$ cat config.mk
export PLATFORM = sky130hd
export DESIGN_NAME = uart_fifo_status
export DESIGN_NICKNAME = d
export VERILOG_FILES = /design/src/rtl/uart_fifo_pkg.sv /design/src/rtl/fifo_byte_queue.sv /design/src/rtl/status_word_pack.sv /design/src/rtl/uart_fifo_status.sv
export SDC_FILE = /design/constraint.sdc
export NUM_CORES = 1
export LEC_CHECK = 0
export ABC_AREA = 1
export BUFFER_PORTS_ARGS = -buffer_cell sky130_fd_sc_hd__buf_2
export CAP_MARGIN = 20
export CORE_ASPECT_RATIO = 0.5
export CORE_MARGIN = 2
export CORE_UTILIZATION = 60
export CTS_CLUSTER_SIZE = 16
export DETAILED_ROUTE_END_ITERATION = 7
export HOLD_SLACK_MARGIN = 0.08
export PLACE_DENSITY = 0.72
export SETUP_SLACK_MARGIN = 0.3
export SYNTH_ARGS = -nofsm -noshare
export SYNTH_HDL_FRONTEND = slang
export SYNTH_HIERARCHICAL = 1
export SYNTH_SLANG_ARGS = --single-unit
$ cat constraint.sdc
create_clock -name clk -period 5.3 [get_ports clk]
set_input_delay 0 -clock clk [delete_from_list [all_inputs] [get_ports clk]]
set_output_delay 0 -clock clk [all_outputs]
set_load 0.005 [all_outputs]
$ cat src/rtl/uart_fifo_pkg.sv
package uart_fifo_pkg;
  localparam int FIFO_DEPTH  = 64;
  localparam int PTR_W       = $clog2(FIFO_DEPTH);
  localparam int OCC_W       = PTR_W + 1;
  localparam int CNT_FIELD_W = 6;
  localparam int STATUS_W    = 16;

  typedef logic [OCC_W-1:0]    occ_t;
  typedef logic [PTR_W-1:0]    ptr_t;
  typedef logic [STATUS_W-1:0] status_t;

  // Occupancy after one cycle of accepted push/pop
  function automatic occ_t occ_next(occ_t cur, logic inc, logic dec);
    case ({inc, dec})
      2'b10:   return cur + occ_t'(1);
      2'b01:   return cur - occ_t'(1);
      default: return cur;
    endcase
  endfunction

  // Ring pointer advance with explicit wrap
  function automatic ptr_t ptr_inc(ptr_t p);
    return (p == ptr_t'(FIFO_DEPTH - 1)) ? '0 : p + ptr_t'(1);
  endfunction

  // Status layout: [14] tx full, [13:8] tx count, [6] rx full, [5:0] rx count
  function automatic status_t pack_status(logic tx_full, occ_t tx_occ,
                                          logic rx_full, occ_t rx_occ);
    status_t s;
    s        = '0;
    s[14]    = tx_full;
    s[13:8]  = tx_occ[CNT_FIELD_W-1:0];
    s[6]     = rx_full;
    s[5:0]   = rx_occ[CNT_FIELD_W-1:0];
    return s;
  endfunction
endpackage

$ cat src/rtl/fifo_byte_queue.sv
module fifo_byte_queue
  import uart_fifo_pkg::*;
#(
  parameter int DW = 8
) (
  input  logic          clk,
  input  logic          rst_n,
  input  logic          fifo_en,
  input  logic          push,
  input  logic [DW-1:0] wdata,
  input  logic          pop,
  output logic [DW-1:0] rdata,
  output occ_t          occ,
  output logic          full
);
  logic [DW-1:0] mem [FIFO_DEPTH];
  ptr_t wptr, rptr;
  logic en_q;

  // Named internal events
  logic mode_chg, empty_w, push_ok, pop_ok;
  occ_t cap;

  assign mode_chg = fifo_en ^ en_q;
  assign cap      = fifo_en ? occ_t'(FIFO_DEPTH) : occ_t'(1);
  assign full     = (occ == cap);
  assign empty_w  = (occ == '0);
  assign pop_ok   = pop && !empty_w && !mode_chg;
  assign push_ok  = push && (!full || pop_ok) && !mode_chg;

  always_ff @(posedge clk or negedge rst_n) begin
    if (!rst_n) begin
      en_q  <= 1'b0;
      occ   <= '0;
      wptr  <= '0;
      rptr  <= '0;
      rdata <= '0;
    end else begin
      en_q <= fifo_en;
      if (mode_chg) begin
        occ  <= '0;
        wptr <= '0;
        rptr <= '0;
      end else begin
        occ <= occ_next(occ, push_ok, pop_ok);
        if (push_ok) wptr <= ptr_inc(wptr);
        if (pop_ok) begin
          rptr  <= ptr_inc(rptr);
          rdata <= mem[rptr];
        end
      end
    end
  end

  always_ff @(posedge clk) begin
    if (push_ok) mem[wptr] <= wdata;
  end


  drop_when_full_chk: assert property (@(posedge clk) disable iff (!rst_n)
    (full && push && !pop && !mode_chg) |=> $stable(occ));


  empty_pop_hold_chk: assert property (@(posedge clk) disable iff (!rst_n)
    (empty_w && pop && !push && !mode_chg) |=> ($stable(rdata) && occ == '0));


  pushpop_level_chk: assert property (@(posedge clk) disable iff (!rst_n)
    (push && pop && !empty_w && !mode_chg) |=> $stable(occ));


  single_slot_chk: assert property (@(posedge clk) disable iff (!rst_n)
    (!fifo_en && !mode_chg) |-> (occ <= occ_t'(1)));


  mode_flush_chk: assert property (@(posedge clk) disable iff (!rst_n)
    mode_chg |=> (occ == '0));
endmodule

$ cat src/rtl/status_word_pack.sv
module status_word_pack
  import uart_fifo_pkg::*;
(
  input  logic    tx_full,
  input  occ_t    tx_occ,
  input  logic    rx_full,
  input  occ_t    rx_occ,
  output status_t status
);
  assign status = pack_status(tx_full, tx_occ, rx_full, rx_occ);
endmodule

$ cat src/rtl/uart_fifo_status.sv
module uart_fifo_status
  import uart_fifo_pkg::*;
#(
  parameter int DW = 8
) (
  input  logic                clk,
  input  logic                rst_n,
  input  logic                fifo_en,
  input  logic                tx_push,
  input  logic [DW-1:0]       tx_wdata,
  input  logic                tx_pop,
  output logic [DW-1:0]       tx_rdata,
  input  logic                rx_push,
  input  logic [DW-1:0]       rx_wdata,
  input  logic                rx_pop,
  output logic [DW-1:0]       rx_rdata,
  output logic [STATUS_W-1:0] status
);
  localparam int NCH = 2;  // channel 0 = transmit, 1 = receive

  logic [NCH-1:0] ch_push, ch_pop, ch_full;
  logic [DW-1:0]  ch_wdata [NCH];
  logic [DW-1:0]  ch_rdata [NCH];
  occ_t           ch_occ   [NCH];

  assign ch_push     = {rx_push, tx_push};
  assign ch_pop      = {rx_pop, tx_pop};
  assign ch_wdata[0] = tx_wdata;
  assign ch_wdata[1] = rx_wdata;
  assign tx_rdata    = ch_rdata[0];
  assign rx_rdata    = ch_rdata[1];

  for (genvar c = 0; c < NCH; c++) begin : g_ch
    fifo_byte_queue #(.DW(DW)) u_q (
      .clk     (clk),
      .rst_n   (rst_n),
      .fifo_en (fifo_en),
      .push    (ch_push[c]),
      .wdata   (ch_wdata[c]),
      .pop     (ch_pop[c]),
      .rdata   (ch_rdata[c]),
      .occ     (ch_occ[c]),
      .full    (ch_full[c])
    );
  end

  status_word_pack u_pack (
    .tx_full (ch_full[0]),
    .tx_occ  (ch_occ[0]),
    .rx_full (ch_full[1]),
    .rx_occ  (ch_occ[1]),
    .status  (status)
  );


  tx_full_wrap_chk: assert property (@(posedge clk) disable iff (!rst_n)
    (status[14] && fifo_en) |-> (status[13:8] == '0));


  rx_full_wrap_chk: assert property (@(posedge clk) disable iff (!rst_n)
    (status[6] && fifo_en) |-> (status[5:0] == '0));


  reset_status_chk: assert property (@(posedge clk)
    $rose(rst_n) |-> (status == '0));
endmodule

Word-level counts from Yosys, hierarchy flattened
Memory sizes are Yosys's and may differ from the RTL's. A register that Yosys moved wholly into a read port is not among the register bits.
Cells that the tools add are included.
Operators by class
  magnitude comparators: 0
  add/sub/neg operators: 8
  multiplexer cells: 21
  $mul: 0
  shifts and indexed selects: 0
  reductions and logical operators: 27
  equality and inequality tests: 10
  bitwise operators: 2
  divide/modulo/power cells: 0
Operators by type and width (number)
  2-to-1 mux 6 bit: 12
  one-hot mux 7 bit (2 select lines): 2
  adder 6 x 1 -> 6 bit (second input constant): 4
  == test 6 bit (second input constant): 4
  2-to-1 mux 7 bit: 3
  adder 7 x 1 -> 7 bit (second input constant): 2
  == test 7 bit: 2
  logical NOT 7 bit: 2
  subtractor 7 x 1 -> 7 bit (second input constant): 2
  logical AND 1 bit: 8
  nonzero test 2 bit: 4
  logical NOT 1 bit: 7
  nonzero test 3 bit: 2
  == test 2 x 1 -> 1 bit (second input constant): 2
  == test 2 bit (second input constant): 2
  2-to-1 mux 1 bit: 4
  AND reduction 2 bit: 2
  logical OR 1 bit: 2
  NOT 1 bit: 1
  XOR 1 bit: 1
Storage, ports and cells
  bits in writable memories: 1024
  memories kept: 2
  register bits: 39
  latch bits: 0
  memory bits (read-only): 0
  output and inout port bits: 32
  word-level logic and storage cells: 77
Memory list
  g_ch[0].u_q.mem: depth 64, width 8, read ports 1, clocked after Yosys merged registers in 1, write ports 1, line fifo_byte_queue.sv:16  | logic [DW-1:0] mem [FIFO_DEPTH];
  g_ch[1].u_q.mem: depth 64, width 8, read ports 1, clocked after Yosys merged registers in 1, write ports 1, line fifo_byte_queue.sv:16

Depth between registers and ports, before layout
Gate-level depths: netlist of run 1.
  depth after elaboration: 10
  depth in mapped cells: 20
  gate-level depth less buffers: 20

Modules after synthesis
The synthesis of run 1 kept the hierarchy.
Modules (own cells, without submodules)
  fifo_byte_queue: sequential area each 16075.4 µm², area an instance 23829.1 µm², cells each 2322, times used 2
  status_word_pack: sequential area each 0.0 µm², area an instance 123.9 µm², cells each 17, times used 1

Least setup slack after synthesis of run 1
No wires, ideal clock.
  path type: register -> register
  from: register g_ch[0].u_q.en_q
  to: register g_ch[0].u_q.occ[6]
  library setup time: 0.117 ns
  cell stages (with the launch flop): 18
  setup slack: 2.875 ns
  period minus slack after synthesis: 2.425 ns
  data required time: 5.183 ns
  arrival: 2.309 ns
  buffers on the path: 0
  cell sequence: dfrtp_1 -> xnor2_2 -> nand3_2 -> nand2_2 -> nand2_4 -> nand2_2 -> inv_1 -> ha_1 -> inv_1 -> o21ai_0 -> nand2_1 -> nand3_1 -> nand2_1 -> nand2_1 -> inv_1 -> xor2_1 -> nand2_1 -> nand2_1
On the way
  longest elaborated chain between the ends: 9
Ends and longest elaborated chain
  start: declaration: line fifo_byte_queue.sv:18  | logic en_q;
  start signal: assignment: line fifo_byte_queue.sv:39  | en_q <= fifo_en;
  XOR 1 bit *
  logical NOT 1 bit
  logical AND 1 bit: line fifo_byte_queue.sv:28  | assign pop_ok = pop && !empty_w && !mode_chg;
  logical OR 1 bit: line fifo_byte_queue.sv:29  | assign push_ok = push && (!full || pop_ok) && !mode_chg;
  logical AND 1 bit (2 in series): line fifo_byte_queue.sv:29
  == test 2 x 1 -> 1 bit / == test 2 bit (equally long branches): line uart_fifo_pkg.sv:14  | case ({inc, dec})
  one-hot mux 7 bit (2 select lines): line uart_fifo_pkg.sv:14
  2-to-1 mux 7 bit: line fifo_byte_queue.sv:40  | if (mode_chg) begin
  end signal: assignment: line fifo_byte_queue.sv:45  | occ <= occ_next(occ, push_ok, pop_ok);
  end: declaration: line fifo_byte_queue.sv:13  | output occ_t occ,
Mark *: on every way between the ends. The rest lies on a longest branch, timed or not.
A chain may end at the register's enable or synchronous reset.

Worst setup path in the final report of run 1
  from: register g_ch[0].u_q.en_q
  to: memory g_ch[0].u_q.mem[50][5], enable pin
On the way
  longest elaborated chain between the ends: 8
Ends and longest elaborated chain
  XOR 1 bit *
  logical NOT 1 bit *
  logical AND 1 bit: line fifo_byte_queue.sv:28
  logical OR 1 bit: line fifo_byte_queue.sv:29
  logical AND 1 bit: line fifo_byte_queue.sv:29
  logical AND 1 bit *: line fifo_byte_queue.sv:29
  2-to-1 mux 1 bit *: line fifo_byte_queue.sv:56  | if (push_ok) mem[wptr] <= wdata;
  2-to-1 mux 1 bit (not written as such) *: line fifo_byte_queue.sv:56
  end: declaration: line fifo_byte_queue.sv:16
Marks and branches as above.

==> impl_metrics.py, run 1 <==
metrics = {
    "route": {
        "wl_per_cell_um": 19.3,
        "met3RoutedLength_mm": 9.54,
        "vias_per_cell": 5.52,
        "wl_met2_mm": 51.9,
        "drcViolationCount": 0,
        "wl_met1_mm": 45.4,
        "routed_wl_mm": 111,
        "dr.pass1.iters": 6,
        "top_layer_used": "met4",
        "vias": 31800,
        "drtAntennaViolNets": 0,
        "drtIter0Drc": 3326,
    },
    "synth": {
        "postSynthAreaPerCell_um2": 10.3,
        "yosysSeqAreaShare_pct": 67.3,
        "ys.flop_type": "edfxtp_1",
        "synth_cells": 4661,
        "synthMuxAreaShare_pct": 0,
        "ys_seq_elements": 1080,
        "synth_top_area_share_pct": 64.4,
        "synthMostInstantiatedCell": "nand2_1",
        "synth_cell_types": 41,
        "syn_area_um2": 47800,
        "synth_xor_area_share_pct": 0.325,
        "synthTopCellsByArea": "edfxtp_1, nand2_1, nand3_1",
        "synth_compound_area_share_pct": 1.93,
        "synth_top_family_by_area": "simple AND/OR/NAND/NOR gates",
        "synth-simple-area-share_pct": 23.2,
        "synth-edff-count": 1024,
        "synthTopCellsByCount": "nand2_1, edfxtp_1, nand3_1",
        "synth_warnings": 6,
        "synth_area_leader_cell": "edfxtp_1",
        "synthAdderAreaFrac_pct": 0.450,
        "synthArstFlopShare_pct": 5.19,
    },
    "die": {
        "fp.dieW_um": 403,
        "die_area_um2": 82000,
        "core_um2": 79100,
        "io_pins": 55,
        "die_h_um": 204,
        "start_util_pct": 60.4,
        "rows": 73,
    },
    "grt": {
        "grt_pass1_vias": 30300,
        "grtUsageTotal_pct": 27.3,
        "antenna_found_initial": 0,
        "grt_max_degree": 234,
        "grt_pass1_wl_mm": 171,
        "grt_overflow": 0,
    },
    "run": {
        "maxCapViolCount": 0,
    },
    "cells_and_area": {
        "area_delta_synth_final_pct": 8.30,
        "drive_gt1_share_pct": 6.99,
        "antenna-diode-count": 0,
        "fin_util_pct": 65.4,
        "final_cells": 5760,
        "final_nets": 4674,
    },
    "clocking": {
        "cts_setup_buffers": 0,
        "insertion_delay_ns": 0.70,
        "clock_sinks": 1080,
        "htreeDepth": 3,
        "cts_tree": "yes",
        "cts_buffers": 93,
        "clock_path_buffers": 3,
        "cts-root-buf": "clkbuf_16",
        "cts_resized": 0,
        "clkTransAtPathRegs_ns": 0.07,
    },
    "sta": {
        "hold_ws_ns": 0.115,
        "setup_viol": 0,
        "finalClockSkew_ns": 0.0288,
        "finalSetupTns_ns": 0,
        "maxSlewHeadroom_pct": 27.6,
        "hold_viol": 0,
        "fin_crit_ns": 3.90,
        "drv_slew": 0,
        "rsz0062_at_grt": "no",
        "tightest_slew_ns": 1.09,
        "fmax_ghz": 0.256,
        "finalCritPeriodShare_pct": 73.6,
    },
    "setup_path": {
        "reg2reg_depth": 7,
        "cp.arrival_ns": 4.23,
        "cpPeakStageDelay_ns": 0.95,
        "worstPathRequired_ns": 5.63,
        "critPathBufInv": 0,
        "cp_top_family": "simple AND/OR/NAND/NOR gates",
        "start_kind": "register",
        "crit_chain": "xnor2_2, nand3_2, nand2_2, nand2_4, nor2_4, nand4_1, nor2_1",
        "slowest_stage": "nor2_1",
        "critPathCaptureType": "register",
        "path_max_fanout": 13,
        "crit_type": "reg2reg",
        "crit_cells": 7,
    },
    "power": {
        "p_total_w": 0.0197,
        "leakagePower_nw": 21.0,
        "powerDensity_nw_per_um2": 380,
        "ir_drop_uv": 243,
    },
    "placed_design": {
        "dpl.cell_count": 5561,
        "dpl.hpwl_mm": 62.8,
        "port_buffers": 52,
        "finalWeightedCongestion": 0.900,
    },
    "hold_path": {
        "whs_path_depth": 2,
        "hold_class": "in2reg",
    },
    "status": {
        "status": "finished clean",
    },
}
-- final cells by class --
class / instances / area [um2]
clock buffers: 111 / 2420
clock inverters: 59 / 469
fillers: 6087 / 27300
inverters: 552 / 2080
multi-input cells: 2790 / 12400
flip-flops and latches: 1080 / 32200
well taps: 1050 / 1310
repair buffers: 118 / 918
-- cell families after synthesis --
group / Yosys count
AOI/OAI and AO/OA: 140
xor gates and xnor gates: 16
buffers and inverters: 792
adders and majority gates: 16
DFF: 1080
other: 1
and+or+nand+nor: 2616
-- stage by stage --
step | cell area, um2 | worst slack [ns]
final | 51700 | 1.40
after detailed placement | 48500 | 1.52
after floorplan | 47800 | 2.87
after global placement | 48500 | 1.63
after CTS | 51700 | 1.52
after global routing | 51700 | 1.32
-- cell usage in the layout (no fill, tap or decap), types with 10 or more instances in the layout --
| cell type | n |
|---|---|
| nand2_1 | 1750 |
| edfxtp_1 | 1024 |
| nand3_1 | 540 |
| inv_1 | 534 |
| nor2_1 | 178 |
| clkbuf_16 | 94 |
| o211ai_1 | 80 |
| or2_2 | 54 |
| buf_2 | 52 |
| dfrtp_1 | 50 |
| or2_1 | 42 |
| o21ai_0 | 38 |
| buf_4 | 34 |
| dlygate4sd3_1 | 26 |
| clkinv_1 | 24 |
| clkinv_2 | 23 |
| clkbuf_1 | 17 |
| ha_1 | 14 |
| nand4_4 | 12 |
| xor2_1 | 10 |
| o22ai_1 | 10 |
-- state kept, by name, indices dropped and copies added, names as in the netlist --
| name | flops |
|---|---|
| g_ch.u_q/wptr | 12 |
| g_ch.u_q/mem | 1024 |
| g_ch.u_q/rptr | 12 |
| g_ch.u_q/rdata | 16 |
| g_ch.u_q/occ | 14 |
| g_ch.u_q/en_q | 2 |
-- repair_timing --
item / 4_1_cts / 5_1_grt
hold buffers: 26 / 0
setup endpoints to repair: 0 / 0
endpoints found under the hold margin: 1075 / 0
-- routing by layer --
metal  up-vias  track usage [%]
met2      1390             44.1
li1      15200                -
met4         0             10.2
met1     15000             37.4
met3       253             5.11
met5         -                0
-- final timing paths --
check                                                        end                        startpoint  slack, ns
worst max-delay path            g_ch[0].u_q/mem[50][5]$_DFFE_PP_        g_ch[0].u_q/en_q$_DFF_PN0_       1.40
worst min-delay path                  g_ch[0].u_q/en_q$_DFF_PN0_                           fifo_en       0.11
worst max register to register  g_ch[0].u_q/mem[50][5]$_DFFE_PP_        g_ch[0].u_q/en_q$_DFF_PN0_       1.40
worst min register to register  g_ch[0].u_q/rdata[5]$_DFFE_PN0P_  g_ch[0].u_q/rdata[5]$_DFFE_PN0P_       0.48
max in group asynchronous        g_ch[0].u_q/rptr[1]$_DFFE_PN0P_                             rst_n       4.09
min in group asynchronous       g_ch[1].u_q/rdata[4]$_DFFE_PN0P_                             rst_n       0.53
-- report_power, final --
part / internal [W] / switching [W]
registers: 0.00944 / 0.000175
clock network: 0.00356 / 0.00308
logic: 0.00103 / 0.00237
total: 0.0140 / 0.00563
Note: power is estimated with default switching activity, not from simulation.
==> run 2: changes to the inputs <==
--- a/config.mk
+++ b/config.mk
@@ -5,7 +5,7 @@
 export SDC_FILE = /design/constraint.sdc
 export NUM_CORES = 1
 export LEC_CHECK = 0
-export ABC_AREA = 1
+export ABC_AREA = 0
 export BUFFER_PORTS_ARGS = -buffer_cell sky130_fd_sc_hd__buf_2
 export CAP_MARGIN = 20
 export CORE_ASPECT_RATIO = 0.5
==> constraint.sdc (replaced) <==
create_clock -name clk -period 4 [get_ports clk]
set_input_delay 0 -clock clk [delete_from_list [all_inputs] [get_ports clk]]
set_output_delay 0 -clock clk [all_outputs]
set_load 0.005 [all_outputs]
==> run 2 against run 1 <==
  * Final cell count shrank 41%
  * The run now ends with design-rule violations left
  * Combinational power grew 7.4%
  * Global-route usage shrank 2.3 points
  * Clock skew shrank 0.0026 ns
  * Synthesized cell count shrank 51%
  * Critical path depth grew 4
  * Synthesized area shrank 9.0%
==> impl_metrics.py, run 2 <==
metrics = {
    "status": {
        "status": "complete, but fails checks",
        "violations": "design-rule violations",
    },
    "die": {
        "io_pins": 55,
        "core_um2": 71300,
        "fp.dieW_um": 385,
        "die_area_um2": 74700,
        "start_util_pct": 60.9,
        "die_h_um": 194,
        "rows": 69,
    },
    "clocking": {
        "cts_setup_buffers": 0,
        "cts-root-buf": "clkbuf_16",
        "htreeDepth": 3,
        "clock_path_buffers": 3,
        "cts_resized": 0,
        "clkTransAtPathRegs_ns": 0.07,
        "cts_tree": "yes",
        "clock_sinks": 1080,
        "cts_buffers": 90,
        "insertion_delay_ns": 0.68,
    },
    "setup_path": {
        "worstPathRequired_ns": 4.59,
        "crit_type": "reg2reg",
        "critPathCaptureType": "register",
        "start_kind": "register",
        "crit_start": "g_ch[0].u_q/occ[3]$_DFFE_PN0P_",
        "r2r-start": "g_ch[0].u_q/occ[3]$_DFFE_PN0P_",
        "cp.arrival_ns": 4.00,
        "path_max_fanout": 12,
    },
    "route": {
        "routed_wl_mm": 91.1,
        "dr.pass1.iters": 8,
        "drtIter0Drc": 2702,
        "drtAntennaViolNets": 0,
        "drcViolationCount": 1,
        "vias_per_cell": 6.34,
        "vias": 21700,
        "wl_per_cell_um": 26.6,
    },
    "sta": {
        "tightest_slew_ns": 0.974,
        "fin_crit_ns": 3.41,
        "finalClockSkew_ns": 0.0262,
        "setup_viol": 0,
        "maxSlewHeadroom_pct": 34.9,
        "hold_ws_ns": 0.149,
        "drv_slew": 0,
        "hold_viol": 0,
        "rsz0062_at_grt": "no",
        "finalCritPeriodShare_pct": 85.3,
        "finalSetupTns_ns": 0,
        "fmax_ghz": 0.293,
    },
    "synth": {
        "yosysSeqAreaShare_pct": 74.0,
        "syn_area_um2": 43500,
        "synth_cell_types": 58,
        "synthMuxAreaShare_pct": 14.4,
        "postSynthAreaPerCell_um2": 19.0,
        "synthTopCellsByArea": "edfxtp_1, mux4_2, dfrtp_1",
        "synth-simple-area-share_pct": 4.96,
        "ys_seq_elements": 1080,
        "synthTopCellsByCount": "edfxtp_1, mux4_2, nor2_1",
        "synth_warnings": 6,
        "synth_xor_area_share_pct": 0.403,
        "synth-edff-count": 1024,
        "synthArstFlopShare_pct": 5.19,
        "synth_top_area_share_pct": 70.7,
        "synth_cells": 2291,
        "synthMostInstantiatedCell": "edfxtp_1",
        "synth_compound_area_share_pct": 3.89,
        "synthAdderAreaFrac_pct": 0.495,
        "synth_top_family_by_area": "multiplexers",
        "ys.flop_type": "edfxtp_1",
        "synth_area_leader_cell": "edfxtp_1",
    },
    "run": {
        "maxCapViolCount": 0,
    },
    "cells_and_area": {
        "largest_reg_flops": 1024,
        "top_regs": "g_ch.u_q/mem x1024, g_ch.u_q/rdata x16, g_ch.u_q/occ x14",
        "top_register": "g_ch.u_q/mem",
        "final_nets": 2431,
        "design_area_um2": 48000,
        "layout_commonest_cell": "edfxtp_1",
        "drive_gt1_share_pct": 23.9,
        "final_cell_mix": "edfxtp_1, mux4_2, nor2_1, mux2_2, nand2_1",
        "area_delta_synth_final_pct": 10.4,
        "final_cells": 3422,
        "antenna-diode-count": 0,
    },
    "hold_path": {
        "hp-start": "tx_wdata[4]",
        "hold_class": "in2reg",
    },
    "placed_design": {
        "dpl.hpwl_mm": 53.5,
        "port_buffers": 52,
        "dpl.cell_count": 3231,
        "finalWeightedCongestion": 0.856,
        "dpl-instance-area_um2": 44800,
    },
    "power": {
        "leakagePower_nw": 15.1,
        "ir_drop_uv": 370,
        "powerDensity_nw_per_um2": 528,
        "p_total_w": 0.0253,
    },
    "grt": {
        "grt_overflow": 0,
        "grt_max_degree": 76,
        "grtUsageTotal_pct": 25.0,
        "grt_pass1_wl_mm": 138,
        "grt_pass1_vias": 21800,
        "antenna_found_initial": 0,
    },
}
[run 2: cell count changes in the layout (fill, tap and decap cells not counted), sizes merged, moves of 58 or more]
cell,delta
nand2,-1654
inv,-544
nand3,-526
mux4,+208
mux2,+112
or2,-88
a22oi,+64
o211ai,-58
[run 2: cells by family after synthesis]
family | after synthesis
flops | 1080
fa+ha+maj | 16
buf+inv | 148
mux | 342
compound gates | 240
xor+xnor | 14
other cells | 1
simple gates | 450
[run 2: critical path: stages, from the launching register on]
cell,delay (ns)
dfrtp_1,0.41
or4_4,0.59
a211o_1,0.32
o21ai_4,0.40
nor2b_1,0.20
buf_4,0.16
ha_1,0.29
a211oi_1,0.33
o21a_1,0.19
nor3_1,0.05
mux2i_1,0.18
mux2i_1,0.21
[run 2: layout make-up]
type                    count  area (um2)
clock buffers             128        2560
multi-input cells        1064       10500
repair buffers            154        1190
clock inverters            36         328
flip-flops and latches   1080       32200
well taps                 958        1200
inverters                   2        7.51
fillers                  4589       23300
[run 2: metal layers]
| metal | vias up | routed length (um) | share of wire, % | global-route usage, % |
|---|---|---|---|---|
| met1 | 11300 | 39200 | 43 | 37.5 |
| li1 | 9470 | - | - | - |
| met2 | 829 | 43500 | 48 | 38.4 |
| met5 | - | 0 | 0 | 0 |
| met4 | 0 | 1900 | 2.1 | 6.66 |
| met3 | 120 | 6490 | 7.1 | 4.66 |
[run 2: repair_timing]
item,4_1_cts,5_1_grt
hold buffers,21,3
setup endpoints to repair,0,0
endpoints found under the hold margin,801,157
[run 2: path summary, 6_finish.rpt]
kind	to	slack (ns)	cells after the start
setup / recovery	g_ch[0].u_q/occ[6]$_DFFE_PN0P_	0.59	11
hold / removal	g_ch[0].u_q/mem[53][4]$_DFFE_PP_	0.15	2
setup reg to reg	g_ch[0].u_q/occ[6]$_DFFE_PN0P_	0.59	11
hold reg to reg	g_ch[1].u_q/rdata[4]$_DFFE_PN0P_	0.52	2
max in group asynchronous	g_ch[0].u_q/rptr[2]$_DFFE_PN0P_	2.39	4
min in group asynchronous	g_ch[0].u_q/rdata[6]$_DFFE_PN0P_	0.54	4
[run 2: report_power, final]
part	total (W)	switching (W)	internal, W
registers	0.0130	0.000398	0.0126
clock network	0.00871	0.00392	0.00479
logic	0.00365	0.00197	0.00168
total	0.0253	0.00628	0.0190
[run 2: metrics by stage]
stage | worst slack [ns] | util (%)
2_1_floorplan | 0.773 | -
3_3_place_gp | 0.698 | 62.8
3_5_place_dp | 0.631 | 62.8
4_1_cts | 0.603 | 67.2
5_1_grt | 0.336 | 67.3
6_report | 0.586 | 67.3
